### src/rtl/spc_pkt_tracker.sv
module spc_pkt_tracker #(
  parameter int LEN_W       = 16,
  parameter int CH_W        = 3,
  parameter int MAX_CHANNEL = 5
) (
  input  logic             clk,
  input  logic             rst,
  input  logic             accept_i,
  input  logic             sop_i,
  input  logic             eop_i,
  input  logic [CH_W-1:0]  chan_i,
  input  logic [LEN_W-1:0] beat_bytes_i,
  output logic             open_o,
  output logic             done_o,
  output logic [LEN_W-1:0] len_o,
  output logic [CH_W-1:0]  chan_o,
  output logic             ev_dup_o,
  output logic             ev_out_o,
  output logic             ev_chg_o,
  output logic             ev_ovr_o
);
  logic             open_q;
  logic [LEN_W-1:0] cnt_q;
  logic [CH_W-1:0]  ch_q;
  logic             in_pkt;
  logic [LEN_W-1:0] cnt_nx;
  logic [CH_W-1:0]  ch_nx;

  assign in_pkt = sop_i | open_q;
  assign cnt_nx = sop_i ? beat_bytes_i : cnt_q + beat_bytes_i;
  assign ch_nx  = sop_i ? chan_i : ch_q;

  assign ev_dup_o = accept_i & sop_i & open_q;
  assign ev_out_o = accept_i & ~sop_i & ~open_q;
  assign ev_chg_o = accept_i & ~sop_i & open_q & (chan_i != ch_q);
  assign ev_ovr_o = accept_i & sop_i & (int'(chan_i) > MAX_CHANNEL);

  always_ff @(posedge clk) begin
    if (rst) begin
      open_q <= 1'b0;
      cnt_q  <= '0;
      ch_q   <= '0;
      done_o <= 1'b0;
      len_o  <= '0;
      chan_o <= '0;
    end else begin
      done_o <= 1'b0;
      if (accept_i && in_pkt) begin
        cnt_q <= cnt_nx;
        ch_q  <= ch_nx;
        if (eop_i) begin
          open_q <= 1'b0;
          done_o <= 1'b1;
          len_o  <= cnt_nx;
          chan_o <= ch_nx;
        end else begin
          open_q <= 1'b1;
        end
      end
    end
  end

  assign open_o = open_q;

  assert_done_after_eop_R3: assert property (@(posedge clk) disable iff (rst)
    done_o |-> $past(accept_i && eop_i));
  assert_len_nonzero_R2: assert property (@(posedge clk) disable iff (rst)
    done_o |-> (len_o != '0));
endmodule

### config.mk
export PLATFORM = sky130hd
export DESIGN_NAME = spc_pkt_tracker
export DESIGN_NICKNAME = d
export VERILOG_FILES = /design/src/rtl/spc_pkt_tracker.sv
export SDC_FILE = /design/constraint.sdc
export NUM_CORES = 1
export LEC_CHECK = 0
export BUFFER_PORTS_ARGS = -buffer_cell sky130_fd_sc_hd__buf_2
export CAP_MARGIN = 15
export CORE_ASPECT_RATIO = 0.75
export CORE_UTILIZATION = 55
export CTS_BUF_LIST = sky130_fd_sc_hd__clkbuf_2 sky130_fd_sc_hd__clkbuf_4 sky130_fd_sc_hd__clkbuf_8
export DETAILED_ROUTE_END_ITERATION = 8
export PLACE_DENSITY = 0.8
export SETUP_SLACK_MARGIN = 0.05
export SYNTH_ARGS = -nofsm -noshare
export SYNTH_HDL_FRONTEND = slang
export SYNTH_SLANG_ARGS = --single-unit
### constraint.sdc
create_clock -name clk -period 7.6 [get_ports clk]
set_clock_uncertainty 0.1 [all_clocks]
set_input_delay 1.14 -clock clk [delete_from_list [all_inputs] [get_ports clk]]
set_output_delay 1.14 -clock clk [all_outputs]
set_load 0.1 [all_outputs]
==> results.md <==
* Largest stage delay, worst path at 420 ps
* TritonRoute pass-1 iters at 4
* Hpwl dp at 4420 um
* Clock slew at reported path FFs at 80 ps
* Number of flops mapped to enable cells by yosys at 0
* Yosys cell types at 54
* Initial core utilization at 0.592
* Outcome: finished clean
* HP Class: reg -> reg
* DRT Wirelength at 6240 um
* Crit-path leading delay family: buffers and inverters
* Sequential share of power at 0.402
* I/O Pins at 49
* Worst-margin pin slew at 932 ps
* Relative slew slack at 0.378
* Post-cts resize count at 0
* Vias in the first global route at 2060
* Area of the mapped netlist at 2470 um^2
* Final Max Slew Viols at 0
* Pwr/cell area at 205 nW/um^2
* Syn Area/Cell at 8.13 um^2
* Flop2flop setup slack at 4780 ps
* Total power at 577 uW
* Via-to-Cell Ratio at 6.11
* Critical Path Sink: ev_chg_o
* Clock buffer depth at 2
* Setup TNS at 0 ps
* Pint at 360 uW
* Most frequent cell on the critical path: buf_2
* Crit path from: sop_i
* Clk network pwr share at 0.271
* Crit-path cells: buf_2, buf_4, inv_1, and4_1, buf_2
* LEAKAGE at 0.00128 uW
* Core area at 4180 um^2
* Critical Path Start Type: input port
* Routability cong. at 0.922
* Worst setup EP type: primary output
* Minimum clock period after layout at 3820 ps
* Mapped Nets at 344
* Initial DRC count at 139
* RSZ-0062 raised after global routing: no
* Crit path DAT at 2580 ps
* CTS tree: yes
* Count leader, synth: dfxtp_1
* Nets at 382
* Synth top area share at 0.324
* Seq/Total Area, Yosys at 0.324
* Bufs and invs on worst path at 4
* Die Wd at 79.4 um
* Post-CTS setup buffers at 0
* Crit-path max FO at 47
* Switching Share at 0.376
* Final setup fails at 0
* Required time of the critical path at 6360 ps
* Die ar. at 4770 um^2
* Worst vdd ir at 143 uV
* Die height at 60.1 um
* Fin area at 2820 um^2
* WS Path Type: in -> out
* Routed WL per cell at 15.7 um
* Antenna diode count at 0
* Final ANT Viol Nets at 0
* Dpl cell area at 2720 um^2
* Fin. Hold Viols at 0
* Yosys reg bits at 40
* Cell Rows at 20
* Yosys warning total at 0
* R2r endpoint: len_o[15]$_SDFFE_PP0P_
* Post-synth top area cell: dfxtp_1
* Total CTS buffers at 5
* Maxcap violations at 0
* Via count at 2433
* Syn Inst Count at 304
* Synth cell count leaders: dfxtp_1 (40), nand2_1 (35), nor2_1 (34), o21ai_0 (21), a21oi_1 (20)
* Slowest-stage cell, CP: buf_2
* Post-synth ARST share at 0
* GR Overflow Total at 0
* Reg-to-Reg Start: open_o$_SDFFE_PP0P_
* Net Sw Power at 217 uW
* First-pass GRT wire length at 9940 um
* Crit. path cell count at 5
* Initial antenna violation count at 0
* Reg2reg path depth at 7
* H-Tree Depth at 2
* Hold_ws at 354 ps
* CTS Sinks at 40
* Part of the cycle the worst path needs at 0.502
* Clock latency on the worst-skew pair at 300 ps
* DRC Markers at 0
* Comb pwr share at 0.327
* Ys flop type: dfxtp_1
* Gr usage total at 0.275
* Root Driver: clkbuf_8
* Top cells by area, synth: dfxtp_1 (32%), ha_1 (7.6%), nand2_1 (5.3%)
* Largest net degree at the start of global routing at 48
* P&R area growth vs syn at 14.1%
* I/O Buffers at 48
* Peak Freq at 262 MHz
* Fraction of layout cells with a size suffix above 1 at 0.198
* CTS Hold Bufs at 0
==> per-layer routing <==
layer	vias to the layer above	track usage	wire [um]
li1	1211	-	-
met1	1133	0.378	3130
met2	77	0.429	2700
met3	12	0.0473	307
met4	0	0.112	106
met5	-	0	0
==> power groups by stage <==
stage          Clock [uW]  Combinational [uW]  Sequential, uW
5_1_grt               165                 203             234
4_1_cts               156                 187             232
2_1_floorplan           0                 107             277
6_report              156                 189             232
3_5_place_dp            0                 185             237
3_3_place_gp            0                 181             236
==> sequential cells by signal, indices dropped and copies added, names as in the netlist <==
register / count
chan_o: 3
open_o: 1
done_o: 1
ch_q: 3
len_o: 16
cnt_q: 16
==> per-stage QoR <==
stage	setup slack (ps)	util	instances
2_1_floorplan	2270	-	304
3_3_place_gp	3790	0.652	390
3_5_place_dp	3670	0.652	390
4_1_cts	3800	0.675	398
5_1_grt	3720	0.675	398
6_report	3780	0.675	398
==> cell type report <==
type                    count  area [um^2]
multi-input cells         240         1580
fillers                   372         1360
flip-flops and latches     40          801
repair buffers             51          263
clock buffers               7         90.1
well taps                  55         68.8
inverters                   4         15.0
clock inverters             1         7.51
==> cells in the final DEF (no fill, tap or decap), types with 3 or more instances in the layout <==
cell type  synthesis  layout
buf_2              4      48
dfxtp_1           40      40
nand2_1           35      35
nor2_1            34      34
o21ai_0           21      21
a21oi_1           20      20
ha_1              15      15
mux2i_1            9       9
a211oi_1           9       9
nand3_1            8       8
xnor2_1            7       7
o21a_1             6       6
clkbuf_8           0       6
and3_1             5       5
a21o_1             5       5
o31ai_1            4       4
nor3_1             4       4
inv_1              3       3
and2_1             3       3
a311oi_1           3       3
a22o_1             3       3
nor4b_1            3       3
a31oi_1            3       3
mux2_2             3       3
buf_4              0       3
==> worst register-to-register path, delay by kind of cell (launching register included) <==
kind	cells	cell delay (ps)
buf+inv	1	390
flops	1	390
simple gates	3	870
compound gates	3	960
==> cells by family (layout without fill, tap and decap cells) <==
group | count (synthesis) | in the layout | share of synthesized area
AND/OR/NAND/NOR | 109 | 109 | 0.216
AO/OA/AOI/OAI | 94 | 94 | 0.256
flip-flops | 40 | 40 | 0.324
buffers and inverters | 24 | 63 | 0.0385
adder cells (fa/ha/maj) | 16 | 16 | 0.0840
multiplexers | 12 | 12 | 0.0501
XOR/XNOR | 9 | 9 | 0.0319
==> how the worst min path moves through the flow <==
stage	start	endpoint	slack, ps	cells after the start
2_1_floorplan	cnt_q[14]$_SDFFE_PP0P_	cnt_q[14]$_SDFFE_PP0P_	360	2
3_3_place_gp	len_o[1]$_SDFFE_PP0P_	len_o[1]$_SDFFE_PP0P_	330	2
4_1_cts	len_o[12]$_SDFFE_PP0P_	len_o[12]$_SDFFE_PP0P_	350	2
6_report	len_o[12]$_SDFFE_PP0P_	len_o[12]$_SDFFE_PP0P_	350	2
5_1_grt	len_o[3]$_SDFFE_PP0P_	len_o[3]$_SDFFE_PP0P_	400	1
3_5_place_dp	len_o[12]$_SDFFE_PP0P_	len_o[12]$_SDFFE_PP0P_	340	2
Power figures use the tool's default switching activity.
